$ cat config.mk
export PLATFORM = sky130hd
export DESIGN_NAME = gpio_pin_ctrl
export DESIGN_NICKNAME = d
export VERILOG_FILES = /design/src/rtl/gpio_pin_pkg.sv /design/src/rtl/gpio_pin_decode.sv /design/src/rtl/gpio_pin_datapath.sv /design/src/rtl/gpio_pin_ctrl.sv
export SDC_FILE = /design/constraint.sdc
export NUM_CORES = 1
export LEC_CHECK = 0
export ABC_AREA = 1
export BUFFER_PORTS_ARGS = -buffer_cell sky130_fd_sc_hd__buf_4
export CAP_MARGIN = 20
export CORE_MARGIN = 2
export CORE_UTILIZATION = 60
export DETAILED_ROUTE_END_ITERATION = 6
export GPL_TIMING_DRIVEN = 0
export PLACE_DENSITY = 0.85
export SLEW_MARGIN = 20
export SYNTH_ARGS = -nofsm -noshare
export SYNTH_HDL_FRONTEND = slang
export SYNTH_SLANG_ARGS = --single-unit
$ cat constraint.sdc
create_clock -name clk -period 5.7 [get_ports clk]
set_input_delay 0.57 -clock clk [delete_from_list [all_inputs] [get_ports clk]]
set_output_delay 0.57 -clock clk [all_outputs]
set_load 0.02 [all_outputs]
$ cat src/rtl/gpio_pin_pkg.sv
package gpio_pin_pkg;
  localparam int PIN_FIELD_W = 8;
  localparam int BIT_DIR     = 5;
  localparam int BIT_PUSH    = 4;
  localparam int BIT_PULLEN  = 3;
  localparam int BIT_LEVEL   = 0;

  typedef struct packed {
    logic                   wrOut;
    logic                   wrIn;
    logic [PIN_FIELD_W-1:0] pin;
    logic [7:0]             data;
  } regStrobe_t;

  typedef struct packed {
    logic                   hitOut;
    logic                   hitIn;
    logic [PIN_FIELD_W-1:0] pin;
  } rdSel_t;
endpackage

$ cat src/rtl/gpio_pin_decode.sv
module gpio_pin_decode
  import gpio_pin_pkg::*;
#(
  parameter int NUM_PINS = 13,
  parameter int ADDR_W   = 16,
  parameter int unsigned OUT_BASE = 32'h4E44,
  parameter int unsigned IN_BASE  = OUT_BASE + NUM_PINS
) (
  input  logic              clk,
  input  logic              rstN,
  input  logic [ADDR_W-1:0] busAddr,
  input  logic              busWrEn,
  input  logic [7:0]        busWrData,
  output regStrobe_t        strobe,
  output rdSel_t            rdSel
);
  localparam logic [ADDR_W-1:0] OUT_LO = ADDR_W'(OUT_BASE);
  localparam logic [ADDR_W-1:0] IN_LO  = ADDR_W'(IN_BASE);
  localparam logic [ADDR_W-1:0] PINS   = ADDR_W'(NUM_PINS);
  localparam logic [ADDR_W-1:0] TOP_EX = ADDR_W'(IN_BASE + NUM_PINS);

  logic [ADDR_W-1:0] outOfs, inOfs;
  logic hitOut, hitIn;

  always_comb begin
    outOfs = busAddr - OUT_LO;
    inOfs  = busAddr - IN_LO;
    hitOut = (busAddr >= OUT_LO) && (outOfs < PINS);
    hitIn  = (busAddr >= IN_LO) && (inOfs < PINS);
  end

  always_comb begin
    rdSel.hitOut = hitOut;
    rdSel.hitIn  = hitIn;
    rdSel.pin    = hitOut ? PIN_FIELD_W'(outOfs) : PIN_FIELD_W'(inOfs);
    strobe.wrOut = busWrEn && hitOut;
    strobe.wrIn  = busWrEn && hitIn;
    strobe.pin   = rdSel.pin;
    strobe.data  = busWrData;
  end

  // writes outside both windows raise no strobe
  assert_no_stray_write_R9: assert property (@(posedge clk) disable iff (!rstN)
    (busWrEn && (busAddr < OUT_LO || busAddr >= TOP_EX)) |-> !(strobe.wrOut || strobe.wrIn));

  // one window at a time
  assert_one_window_R1: assert property (@(posedge clk) disable iff (!rstN)
    $onehot0({strobe.wrOut, strobe.wrIn}));
endmodule

$ cat src/rtl/gpio_pin_datapath.sv
module gpio_pin_datapath
  import gpio_pin_pkg::*;
#(
  parameter int NUM_PINS = 13
) (
  input  logic                  clk,
  input  logic                  rstN,
  input  regStrobe_t            strobe,
  input  rdSel_t                rdSel,
  input  logic [NUM_PINS-1:0]   padIn,
  output logic [7:0]            rdData,
  output logic [NUM_PINS-1:0]   padOut,
  output logic [NUM_PINS-1:0]   padOe,
  output logic [NUM_PINS-1:0]   padOpenDrain,
  output logic [NUM_PINS-1:0]   pullEn,
  output logic [2*NUM_PINS-1:0] pullSel,
  output logic [2*NUM_PINS-1:0] detectMode
);
  localparam int IDX_W = (NUM_PINS > 1) ? $clog2(NUM_PINS) : 1;

  logic [5:0]          outCtl  [NUM_PINS];
  logic [1:0]          detMode [NUM_PINS];
  logic [NUM_PINS-1:0] syncA, syncB;

  always_ff @(posedge clk or negedge rstN) begin
    if (!rstN) begin
      syncA <= '0;
      syncB <= '0;
    end else begin
      syncA <= padIn;
      syncB <= syncA;
    end
  end

  for (genvar p = 0; p < NUM_PINS; p++) begin : gPin
    logic isOut, pushPull, level;

    always_ff @(posedge clk or negedge rstN) begin
      if (!rstN) begin
        outCtl[p]  <= '0;
        detMode[p] <= '0;
      end else begin
        if (strobe.wrOut && strobe.pin == PIN_FIELD_W'(p))
          outCtl[p] <= strobe.data[5:0];
        if (strobe.wrIn && strobe.pin == PIN_FIELD_W'(p))
          detMode[p] <= strobe.data[2:1];
      end
    end

    assign isOut    = outCtl[p][BIT_DIR];
    assign pushPull = outCtl[p][BIT_PUSH];
    assign level    = outCtl[p][BIT_LEVEL];

    assign padOe[p]        = isOut & (pushPull | ~level);
    assign padOut[p]       = pushPull & level;
    assign padOpenDrain[p] = ~pushPull;
    assign pullEn[p]       = outCtl[p][BIT_PULLEN];
    assign pullSel[2*p +: 2]    = outCtl[p][2:1];
    assign detectMode[2*p +: 2] = detMode[p];

    // a strobe for this pin lands in its output byte
    assert_out_write_R2: assert property (@(posedge clk) disable iff (!rstN)
      (strobe.wrOut && strobe.pin == PIN_FIELD_W'(p)) |=> outCtl[p] == $past(strobe.data[5:0]));

    // a strobe for this pin reaches the detect mode output
    assert_mode_write_R3: assert property (@(posedge clk) disable iff (!rstN)
      (strobe.wrIn && strobe.pin == PIN_FIELD_W'(p)) |=> detectMode[2*p +: 2] == $past(strobe.data[2:1]));

    // open drain high level releases the pad
    assert_od_release_R6: assert property (@(posedge clk) disable iff (!rstN)
      (padOpenDrain[p] && level) |-> !padOe[p] && !padOut[p]);
  end

  logic [IDX_W-1:0] rdIdx;
  assign rdIdx = IDX_W'(rdSel.pin);

  always_comb begin
    rdData = 8'h00;
    if (rdSel.hitOut)
      rdData = {2'b00, outCtl[rdIdx]};
    else if (rdSel.hitIn)
      rdData = {5'b00000, detMode[rdIdx], syncB[rdIdx]};
  end
endmodule

$ cat src/rtl/gpio_pin_ctrl.sv
module gpio_pin_ctrl
  import gpio_pin_pkg::*;
#(
  parameter int NUM_PINS = 13,
  parameter int ADDR_W   = 16,
  parameter int unsigned OUT_BASE = 32'h4E44
) (
  input  logic                  clk,
  input  logic                  rstN,
  input  logic [ADDR_W-1:0]     busAddr,
  input  logic                  busWrEn,
  input  logic [7:0]            busWrData,
  output logic [7:0]            busRdData,
  input  logic [NUM_PINS-1:0]   padIn,
  output logic [NUM_PINS-1:0]   padOut,
  output logic [NUM_PINS-1:0]   padOe,
  output logic [NUM_PINS-1:0]   padOpenDrain,
  output logic [NUM_PINS-1:0]   pullEn,
  output logic [2*NUM_PINS-1:0] pullSel,
  output logic [2*NUM_PINS-1:0] detectMode
);
  localparam int unsigned IN_BASE = OUT_BASE + NUM_PINS;
  localparam logic [ADDR_W-1:0] LO_ADDR = ADDR_W'(OUT_BASE);
  localparam logic [ADDR_W-1:0] HI_ADDR = ADDR_W'(IN_BASE + NUM_PINS - 1);

  regStrobe_t strobe;
  rdSel_t     rdSel;

  gpio_pin_decode #(
    .NUM_PINS(NUM_PINS), .ADDR_W(ADDR_W), .OUT_BASE(OUT_BASE), .IN_BASE(IN_BASE)
  ) uDecode (
    .clk(clk), .rstN(rstN), .busAddr(busAddr), .busWrEn(busWrEn),
    .busWrData(busWrData), .strobe(strobe), .rdSel(rdSel)
  );

  gpio_pin_datapath #(.NUM_PINS(NUM_PINS)) uData (
    .clk(clk), .rstN(rstN), .strobe(strobe), .rdSel(rdSel), .padIn(padIn),
    .rdData(busRdData), .padOut(padOut), .padOe(padOe),
    .padOpenDrain(padOpenDrain), .pullEn(pullEn), .pullSel(pullSel),
    .detectMode(detectMode)
  );

  // unmapped addresses read as zero
  assert_unmapped_zero_R9: assert property (@(posedge clk) disable iff (!rstN)
    (busAddr < LO_ADDR || busAddr > HI_ADDR) |-> busRdData == 8'h00);
endmodule

==> results of run 1 <==
## power breakdown
part           switching (mW)  leakage (nW)  total, mW  internal [mW]
clock network           0.470         0.304       1.14          0.667
logic                   0.187          2.79      0.263         0.0761
registers             0.00299          1.76      0.935          0.932
## Yosys cell counts
library cell / count
sky130_fd_sc_hd__nand2_2: 10
sky130_fd_sc_hd__nor2_8: 2
sky130_fd_sc_hd__nand3_1: 53
sky130_fd_sc_hd__nor3_4: 1
sky130_fd_sc_hd__o21ai_0: 38
sky130_fd_sc_hd__o21ai_2: 12
sky130_fd_sc_hd__xor2_1: 10
sky130_fd_sc_hd__nor2_1: 77
sky130_fd_sc_hd__nand3_4: 1
sky130_fd_sc_hd__inv_4: 3
sky130_fd_sc_hd__nor4_2: 1
sky130_fd_sc_hd__inv_2: 9
sky130_fd_sc_hd__nor2_4: 8
sky130_fd_sc_hd__nor3_2: 1
sky130_fd_sc_hd__nor3b_1: 1
sky130_fd_sc_hd__clkinv_4: 1
sky130_fd_sc_hd__nor3_1: 4
sky130_fd_sc_hd__nor2_2: 12
sky130_fd_sc_hd__buf_4: 8
sky130_fd_sc_hd__clkbuf_1: 11
sky130_fd_sc_hd__a21boi_0: 7
sky130_fd_sc_hd__buf_2: 16
sky130_fd_sc_hd__a21oi_1: 27
sky130_fd_sc_hd__dfrtp_1: 130
sky130_fd_sc_hd__nand2_1: 379
sky130_fd_sc_hd__buf_6: 7
sky130_fd_sc_hd__o22ai_1: 1
sky130_fd_sc_hd__inv_1: 70
sky130_fd_sc_hd__nand3b_1: 3
sky130_fd_sc_hd__nand4_1: 10
sky130_fd_sc_hd__xnor2_1: 2
sky130_fd_sc_hd__nand2_4: 5
sky130_fd_sc_hd__nand3_2: 1
sky130_fd_sc_hd__nor4_1: 1
sky130_fd_sc_hd__conb_1: 1
sky130_fd_sc_hd__ha_1: 6
sky130_fd_sc_hd__o21ai_1: 79
sky130_fd_sc_hd__o21ai_4: 2
## state kept, by name, indices dropped and copies added, names as in the netlist
name,count
uData.pullSel,26
uData.gPin.isOut,13
uData.syncB,13
uData.gPin.pushPull,13
uData.pullEn,13
uData.detectMode,26
uData.gPin.level,13
uData.syncA,13
## kinds of logic after synthesis
family / Yosys count
xor+xnor: 12
other cells: 1
fa+ha+maj: 6
buf+inv: 125
compound gates: 166
flops: 130
simple gates: 570
## routing by layer
metal,vias up,part of all wire,track usage
met2,452,0.48,0.596
met1,3537,0.40,0.501
li1,3547,-,-
met5,-,0,0
met3,60,0.10,0.0891
met4,0,0.024,0.126
## final timing paths
check,startpoint,endpoint,slack [ns],depth (start not counted)
worst max register to register,uData.pullSel[19]$_DFFE_PN0P_,uData.pullSel[19]$_DFFE_PN0P_,4.89,2
worst min-delay path,rstN,uData.pullEn[0]$_DFFE_PN0P_,0.09,1
worst min register to register,uData.syncA[11]$_DFF_PN0_,uData.syncB[11]$_DFF_PN0_,0.35,0
max in group asynchronous,rstN,uData.detectMode[23]$_DFFE_PN0P_,4.85,2
worst max-delay path,busAddr[2],busRdData[3],1.12,21
min in group clk,padIn[1],uData.syncA[1]$_DFF_PN0_,0.24,1
## per-stage QoR
step	utilization	hold WS, ns	instance area (um^2)	instances	power (mW)
2_1_floorplan	-	0.274	7430	1011	1.11
3_3_place_gp	0.722	0.331	8710	1322	1.20
3_5_place_dp	0.725	0.335	8740	1323	1.21
4_1_cts	0.776	0.108	9360	1355	2.33
5_1_grt	0.776	0.126	9360	1355	2.40
6_report	0.776	0.0876	9360	1355	2.34
## final cells by class
| type | instances | area (um^2) | share of cell area |
|---|---|---|---|
| repair buffers | 144 | 1100 | 0.118 |
| plain buffers | 42 | 260 | 0.0278 |
| multi-input cells | 756 | 3590 | 0.384 |
| flip-flops and latches | 130 | 3250 | 0.348 |
| clock buffers | 17 | 425 | 0.0455 |
| inverters | 83 | 324 | 0.0346 |
| clock inverters | 15 | 188 | 0.0201 |
| well taps | 168 | 210 | 0.0225 |
## critical path, delay by kind of cell
kind            cells  cell delay (ns)
simple gates       14             1.79
buf+inv             5             0.93
compound gates      1             0.38
fa+ha+maj           1             0.32
==> out/qor_table.md, run 1 <==
| Item | Reported | Unit |
|:---|:---|:---|
| Result of the run | finished, final reports clean | - |
| Number of port buffers | 143 | - |
| Commonest non-fill, non-tap cell in the layout | sky130_fd_sc_hd__nand2_1 | - |
| Average cell area after synthesis | 7.35 | um^2 |
| Total of endpoints with negative setup slack in the final report | 0 | - |
| Core area | 12100 | um^2 |
| Peak fanout along the critical path | 10 | - |
| Worst Skew | 0.00203 | ns |
| Sequential element share of the synthesized area | 0.438 | - |
| Maximum VDD drop | 0.000293 | V |
| Min Tclk post-route | 4.58 | ns |
| Unrepaired setup endpoints after global routing | no | - |
| Number of failing hold endpoints at the final stage | 0 | - |
| Total half-perimeter wirelength after legalization and detailed placement | 17000 | um |
| Library cell contributing the largest single delay on the critical path | sky130_fd_sc_hd__o21ai_0 | - |
| Sum of negative setup slack | 0 | ns |
| DRT Pass-1 Iters | 6 | - |
| Setup slack of the critical path after layout | 1.12 | ns |
| Area delta synth->final | 26.0 | % |
| Layout cells sized above 1 | 0.233 | - |
| Clk Latency, worst-skew pair | 0.43 | ns |
| Number of global-route vias before repair | 7034 | - |
| Cells along the critical path | buf_4 > inv_1 > ha_1 > nand2_1 > nand2_1 > nand2_1 > nand2_1 > nand2_1 > nand2_1 > inv_1 > nor2_4 > nand4_1 > nand2_2 > buf_2 > nor2_1 > o21ai_0 > nand2_1 > nand2_1 > nand2_1 > nor2_1 > buf_4 | - |
| Via/cell ratio | 5.61 | - |
| Post-cts repair resize count | 0 | - |
| Gate Count Post-Synth | 1010 | - |
| Worst slew slack as a fraction of its limit | 0.512 | - |
| ANT nets after route | 0 | - |
| Data required time at the worst endpoint | 5.13 | ns |
| Boundary Pins | 152 | - |
| Synthesized-area fraction occupied by ao, oa, aoi and oai cells | 0.124 | - |
| CP arrival | 4.01 | ns |
| Number of remaining DRC errors | 0 | - |
| Combinational family with the most area after synthesis | simple AND/OR/NAND/NOR gates | - |
| Weighted congestion reported at the end of routability-driven placement | 0.984 | - |
| Adder-cell area share of the yosys netlist | 0.0101 | - |
| Count of distinct cell types in the synthesized netlist | 38 | - |
| Highest cell delay on the worst timing path | 0.38 | ns |
| Hold-fix buffers, CTS | 0 | - |
| Worst slack, placed | 1.28 | ns |
| PwrDens | 250 | nW/um^2 |
| Class of the most critical setup path | in -> out | - |
| Critical path's most frequent cell | sky130_fd_sc_hd__nand2_1 | - |
| Max capacitance violation total | 0 | - |
| TritonCTS Buffers | 17 | - |
| Worst-margin pin slew | 0.733 | ns |
| Max-slew violations | 0 | - |
| Buffers inserted during post-CTS setup optimization | 0 | - |
| CP Capture Type | output pin | - |
| Upper clock frequency limit | 0.218 | GHz |
| Flop and latch count out of synthesis | 130 | - |
| X dimension of the die | 115 | um |
| Area of the die | 13300 | um^2 |
| Overflow after GRT | 0 | - |
| Simple logic cell fraction of the synthesized area | 0.335 | - |
| Nets | 1220 | - |
| Synth Area in XOR/XNOR | 0.0142 | - |
| Overall via count from detail_route | 7596 | - |
| GRT Util Overall | 0.372 | - |
| Wire length after detailed routing | 23900 | um |
| Global-route wire length before repair | 37300 | um |
| H-tree lvl count | 4 | - |
| Post-synth top area cell | sky130_fd_sc_hd__dfrtp_1 | - |
| Fillers | 898 | - |
| Antenna violations before repair | 0 | - |
| Clock root buffer | sky130_fd_sc_hd__clkbuf_16 | - |
| Post-synthesis cell area | 7420 | um^2 |
| Clock tree from TritonCTS | done | - |
| Post-route fraction of the period consumed by the critical path | 0.804 | - |
| DRC marker count from the first detailed-route iteration | 971 | - |
| Proportion of synthesized area in mux cells | 0 | - |
| Initial core utilization | 0.616 | - |
| Maximum buffer depth of the clock tree | 2 | - |
| Area fraction of the dominant cell type after synthesis | 0.438 | - |
| Top cells by area, synth | sky130_fd_sc_hd__dfrtp_1 44%, sky130_fd_sc_hd__nand2_1 19%, sky130_fd_sc_hd__o21ai_1 5.3% | - |
| Average routed wire per standard cell | 17.6 | um |
| Maximum number of pins on one net before global-route repair | 78 | - |
| Startpoint types | input port | - |
| Die H | 115 | um |
| Clk slew on worst S/H paths | 0.06 | ns |
| Static leakage | 4.85 | nW |
| Site row count | 40 | - |
| Commonest cells after routing, fill and taps aside | 379 x sky130_fd_sc_hd__nand2_1, 150 x sky130_fd_sc_hd__buf_4, 130 x sky130_fd_sc_hd__dfrtp_1, 79 x sky130_fd_sc_hd__o21ai_1, 77 x sky130_fd_sc_hd__nor2_1 | - |
| Class of the most critical hold timing path | in -> async | - |
| Number of inserted diodes | 0 | - |
| Count of yosys warnings during synthesis | 0 | - |
| Total number of clock tree sinks | 130 | - |
(Power assumes the default switching activity.)
==> run 2: changes to the inputs <==
- ABC_AREA: 1 -> 0
- CORE_UTILIZATION: 60 -> 56
- PLACE_DENSITY: 0.85 -> 0.8
- clock period: 5.7 -> 4.4 ns (I/O delays scaled with it)
==> out/qor_table.md, run 2 <==
| Item | Reported | Unit | Delta |
|:---|:---|:---|:---|
| Commonest non-fill, non-tap cell in the layout | sky130_fd_sc_hd__buf_4 | - | was sky130_fd_sc_hd__nand2_1 |
| EDFF count, synth | 0 | - | unchanged |
| Nets | 832 | - | was 1220 |
| Commonest cells after routing, fill and taps aside | 151 x sky130_fd_sc_hd__buf_4, 130 x sky130_fd_sc_hd__dfrtp_1, 102 x sky130_fd_sc_hd__mux2_2, 27 x sky130_fd_sc_hd__inv_1, 24 x sky130_fd_sc_hd__mux2i_1 | - | was 379 x sky130_fd_sc_hd__nand2_1, 150 x sky130_fd_sc_hd__buf_4, 130 x sky130_fd_sc_hd__dfrtp_1, 79 x sky130_fd_sc_hd__o21ai_1, 77 x sky130_fd_sc_hd__nor2_1 |
| Post-synth top flop | sky130_fd_sc_hd__dfrtp_1 | - | unchanged |
| Gate Count Post-Synth | 618 | - | was 1010 |
| Overall power | 3.06 | mW | was 2.34 mW |
| ANT nets after route | 0 | - | unchanged |
| Post-synthesis cell area | 7350 | um^2 | was 7420 um^2 |
| Reg2Reg Depth | 1 | - | was 2 |
| X dimension of the die | 119 | um | was 115 um |
| Weighted congestion reported at the end of routability-driven placement | 0.951 | - | was 0.984 |
| Peak fanout along the critical path | 10 | - | unchanged |
| Result of the run | finished, final reports clean | - | unchanged |
| Sequential element share of the synthesized area | 0.443 | - | was 0.438 |
| Worst slew slack as a fraction of its limit | 0.289 | - | was 0.512 |
| Worst flop-to-flop path startpoint | uData.gPin[7].level$_DFFE_PN0P_ | - | was uData.pullSel[19]$_DFFE_PN0P_ |
| Via/cell ratio | 6.38 | - | was 5.61 |
| Min Tclk post-route | 4.27 | ns |  |
| DRT Pass-1 Iters | 6 | - | unchanged |
| Maximum number of pins on one net before global-route repair | 79 | - | was 78 |
| Area of the die | 14100 | um^2 | was 13300 um^2 |
| Wire length after detailed routing | 22600 | um | was 23900 um |
| Post-synth top area cell | sky130_fd_sc_hd__dfrtp_1 | - | unchanged |
| Class of the most critical setup path | in -> out | - | unchanged |
| Clock tree from TritonCTS | done | - | unchanged |
| Initial core utilization | 0.578 | - | was 0.616 |
| CP arrival | 3.83 | ns | was 4.01 ns |
| Die H | 119 | um | was 115 um |
| Maximum VDD drop | 0.000316 | V | was 0.000293 V |
| Terminus of the critical flop-to-flop path | uData.gPin[7].level$_DFFE_PN0P_ | - | was uData.pullSel[19]$_DFFE_PN0P_ |
| DRC marker count from the first detailed-route iteration | 613 | - | was 971 |
| H-tree lvl count | 4 | - | unchanged |
| TritonCTS Buffers | 17 | - | unchanged |
| Number of failing hold endpoints at the final stage | 0 | - | unchanged |
| Area delta synth->final | 29.5 | % | was 26.0% |
| Fillers | 895 | - | was 898 |
| Most common library cells after synthesis | 130 x sky130_fd_sc_hd__dfrtp_1, 103 x sky130_fd_sc_hd__mux2_2, 27 x sky130_fd_sc_hd__inv_1 | - | was 379 x sky130_fd_sc_hd__nand2_1, 130 x sky130_fd_sc_hd__dfrtp_1, 79 x sky130_fd_sc_hd__o21ai_1 |
| Static leakage | 4.45 | nW | was 4.85 nW |
| Boundary Pins | 152 | - | unchanged |
| Multi-input gate area in the final layout | 3950 | um^2 | was 3590 um^2 |
| Core area | 12700 | um^2 | was 12100 um^2 |
| Total half-perimeter wirelength after legalization and detailed placement | 16100 | um | was 17000 um |
| Total number of clock tree sinks | 130 | - | unchanged |
| Number of port buffers | 141 | - | was 143 |
| Global-route wire length before repair | 35600 | um | was 37300 um |
| Count of yosys warnings during synthesis | 0 | - | unchanged |
| Sum of negative setup slack | 0 | ns | unchanged |
| Overflow after GRT | 0 | - | unchanged |
| Placed Cells | 933 | - | was 1323 |
| Antenna violations before repair | 0 | - | unchanged |
| Number of global-route vias before repair | 6243 | - | was 7034 |
| Count of distinct cell types in the synthesized netlist | 76 | - | was 38 |
| Number of inserted diodes | 0 | - | unchanged |
| Share of synthesized flip-flops with an asynchronous set or reset | 1.00 | - | unchanged |
| CP Capture Type | output pin | - | unchanged |
| Worst reg2reg setup slack | 3.53 | ns | was 4.89 ns |
| Worst slack, placed | -0.705 | ns | was 1.28 ns |
| Start point of the critical path | busAddr[2] | - | unchanged |
| Max capacitance violation total | 0 | - | unchanged |
| Maximum buffer depth of the clock tree | 2 | - | unchanged |
| Clock root buffer | sky130_fd_sc_hd__clkbuf_16 | - | unchanged |
| CP endpoint | busRdData[0] | - | was busRdData[3] |
| Upper clock frequency limit | 0.234 | GHz |  |
| PwrDens | 322 | nW/um^2 | was 250 nW/um^2 |
| Post-route fraction of the period consumed by the critical path | 0.970 | - |  |
| Layout cells sized above 1 | 0.453 | - | was 0.233 |
| Number of remaining DRC errors | 0 | - | unchanged |
| Average routed wire per standard cell | 23.3 | um | was 17.6 um |
| Clk Latency, worst-skew pair | 0.43 | ns | about the same |
| FF+latch area | 3250 | um^2 | unchanged |
| Final cell count without fillers | 971 | - | was 1355 |
| Total of endpoints with negative setup slack in the final report | 0 | - | unchanged |
| Overall via count from detail_route | 6197 | - | was 7596 |
| Worst Hold Launch | padIn[3] | - |  |
| Setup slack of the critical path after layout | 0.131 | ns | was 1.12 ns |
| Average cell area after synthesis | 11.9 | um^2 | was 7.35 um^2 |
| Worst Skew | 0.00693 | ns | was 0.00203 ns |
| Data required time at the worst endpoint | 3.96 | ns | was 5.13 ns |
| Dominant cell by count in the synthesized netlist | sky130_fd_sc_hd__dfrtp_1 | - | was sky130_fd_sc_hd__nand2_1 |
| Class of the most critical hold timing path | in -> reg | - | was in -> async |
| Max-slew violations | 0 | - | unchanged |
| Startpoint types | input port | - | unchanged |
| Unrepaired setup endpoints after global routing | no | - | unchanged |
| Site row count | 41 | - | was 40 |
| Worst-margin pin slew | 1.07 | ns | was 0.733 ns |
| Top cells by area, synth | sky130_fd_sc_hd__dfrtp_1 44%, sky130_fd_sc_hd__mux2_2 16%, sky130_fd_sc_hd__mux4_2 7.0% | - | was sky130_fd_sc_hd__dfrtp_1 44%, sky130_fd_sc_hd__nand2_1 19%, sky130_fd_sc_hd__o21ai_1 5.3% |
| Flop and latch count out of synthesis | 130 | - | unchanged |
| Clk slew on worst S/H paths | 0.05 | ns | was 0.06 ns |
| Area fraction of the dominant cell type after synthesis | 0.443 | - | was 0.438 |
| GRT Util Overall | 0.330 | - | was 0.372 |
==> run 2: cell types whose count changed after synthesis, moves of 11 or more <==
cell	before	now
sky130_fd_sc_hd__nand2_1	379	18
sky130_fd_sc_hd__mux2_2	0	103
sky130_fd_sc_hd__o21ai_1	79	1
sky130_fd_sc_hd__nor2_1	77	15
sky130_fd_sc_hd__inv_1	70	27
sky130_fd_sc_hd__nand3_1	53	13
sky130_fd_sc_hd__mux2i_1	0	26
sky130_fd_sc_hd__mux4_2	0	23
sky130_fd_sc_hd__o21ai_0	38	18
sky130_fd_sc_hd__and2_1	0	18
sky130_fd_sc_hd__nor3_1	4	19
sky130_fd_sc_hd__o21ai_2	12	0
sky130_fd_sc_hd__clkbuf_1	11	22
==> run 2: kinds of logic (layout without fill, tap and decap cells) <==
kind of cell,Yosys count,after routing,synth area share
multiplexers,156,156,0.272
AND/OR/NAND/NOR,137,137,0.114
flip-flops,130,130,0.443
AO/OA/AOI/OAI,116,116,0.115
buffers and inverters,65,245,0.0373
XOR/XNOR,7,7,0.00936
adder cells (fa/ha/maj),6,6,0.0102
other,1,2,0.000510
==> run 2: final cells by class <==
class	instances	share of cell area
multi-input combinational	424	0.414
sequential	130	0.342
timing repair buffer	149	0.121
clock buffer	19	0.0465
tap	172	0.0226
clock inverter	13	0.0218
buffer	37	0.0216
inverter	27	0.0106
==> run 2: how the worst min path moves through the flow <==
stage | end | slack, ns | cells after the start
floorplan | uData.detectMode[0]$_DFFE_PN0P_ | 0.14 | 0
global placement | uData.syncB[9]$_DFF_PN0_ | 0.33 | 0
detailed placement | uData.syncB[7]$_DFF_PN0_ | 0.33 | 0
CTS | uData.syncA[3]$_DFF_PN0_ | 0.11 | 1
global route | uData.syncA[9]$_DFF_PN0_ | 0.11 | 1
finish | uData.syncA[3]$_DFF_PN0_ | 0.12 | 1
==> run 2: metal layers <==
| metal | global-route usage | routed length, um | part of all wire | up-vias |
|---|---|---|---|---|
| met5 | 0 | 0 | 0 | - |
| met4 | 0.129 | 611 | 0.027 | 0 |
| met3 | 0.0917 | 2110 | 0.093 | 64 |
| met2 | 0.515 | 10900 | 0.48 | 375 |
| met1 | 0.438 | 9010 | 0.40 | 3109 |
| li1 | - | - | - | 2649 |
==> run 2: where the power goes <==
| part | internal [mW] | switching (mW) |
|---|---|---|
| registers | 1.21 | 0.00447 |
| clock network | 1.02 | 0.545 |
| logic | 0.102 | 0.185 |
| total | 2.33 | 0.734 |
==> run 2: critical path, cell delays in order <==
cell	delay, ns
sky130_fd_sc_hd__buf_4	0.15
sky130_fd_sc_hd__buf_4	0.17
sky130_fd_sc_hd__inv_1	0.13
sky130_fd_sc_hd__ha_1	0.17
sky130_fd_sc_hd__buf_4	0.18
sky130_fd_sc_hd__a211oi_2	0.10
sky130_fd_sc_hd__or3_4	0.42
sky130_fd_sc_hd__a2111oi_4	0.43
sky130_fd_sc_hd__and4_4	0.33
sky130_fd_sc_hd__buf_4	0.20
sky130_fd_sc_hd__nor3_1	0.07
sky130_fd_sc_hd__or2_2	0.31
sky130_fd_sc_hd__a2111oi_2	0.34
sky130_fd_sc_hd__o2bb2ai_1	0.19
sky130_fd_sc_hd__buf_4	0.19
==> run 2: repair_timing <==
action	4_1_cts	5_1_grt
hold endpoints to repair	52	0
gates resized for setup	11	34
hold buffers	1	0
setup buffers	6	0
endpoints found under the setup margin	6	6
pin swaps	2	7
==> run 2: through the flow <==
step | util | instance area (um^2) | hold WS (ns)
after floorplan | - | 7350 | 0.144
after global placement | 0.678 | 8630 | 0.335
after detailed placement | 0.681 | 8660 | 0.335
after CTS | 0.740 | 9410 | 0.111
after global routing | 0.748 | 9520 | 0.113
final | 0.748 | 9520 | 0.120
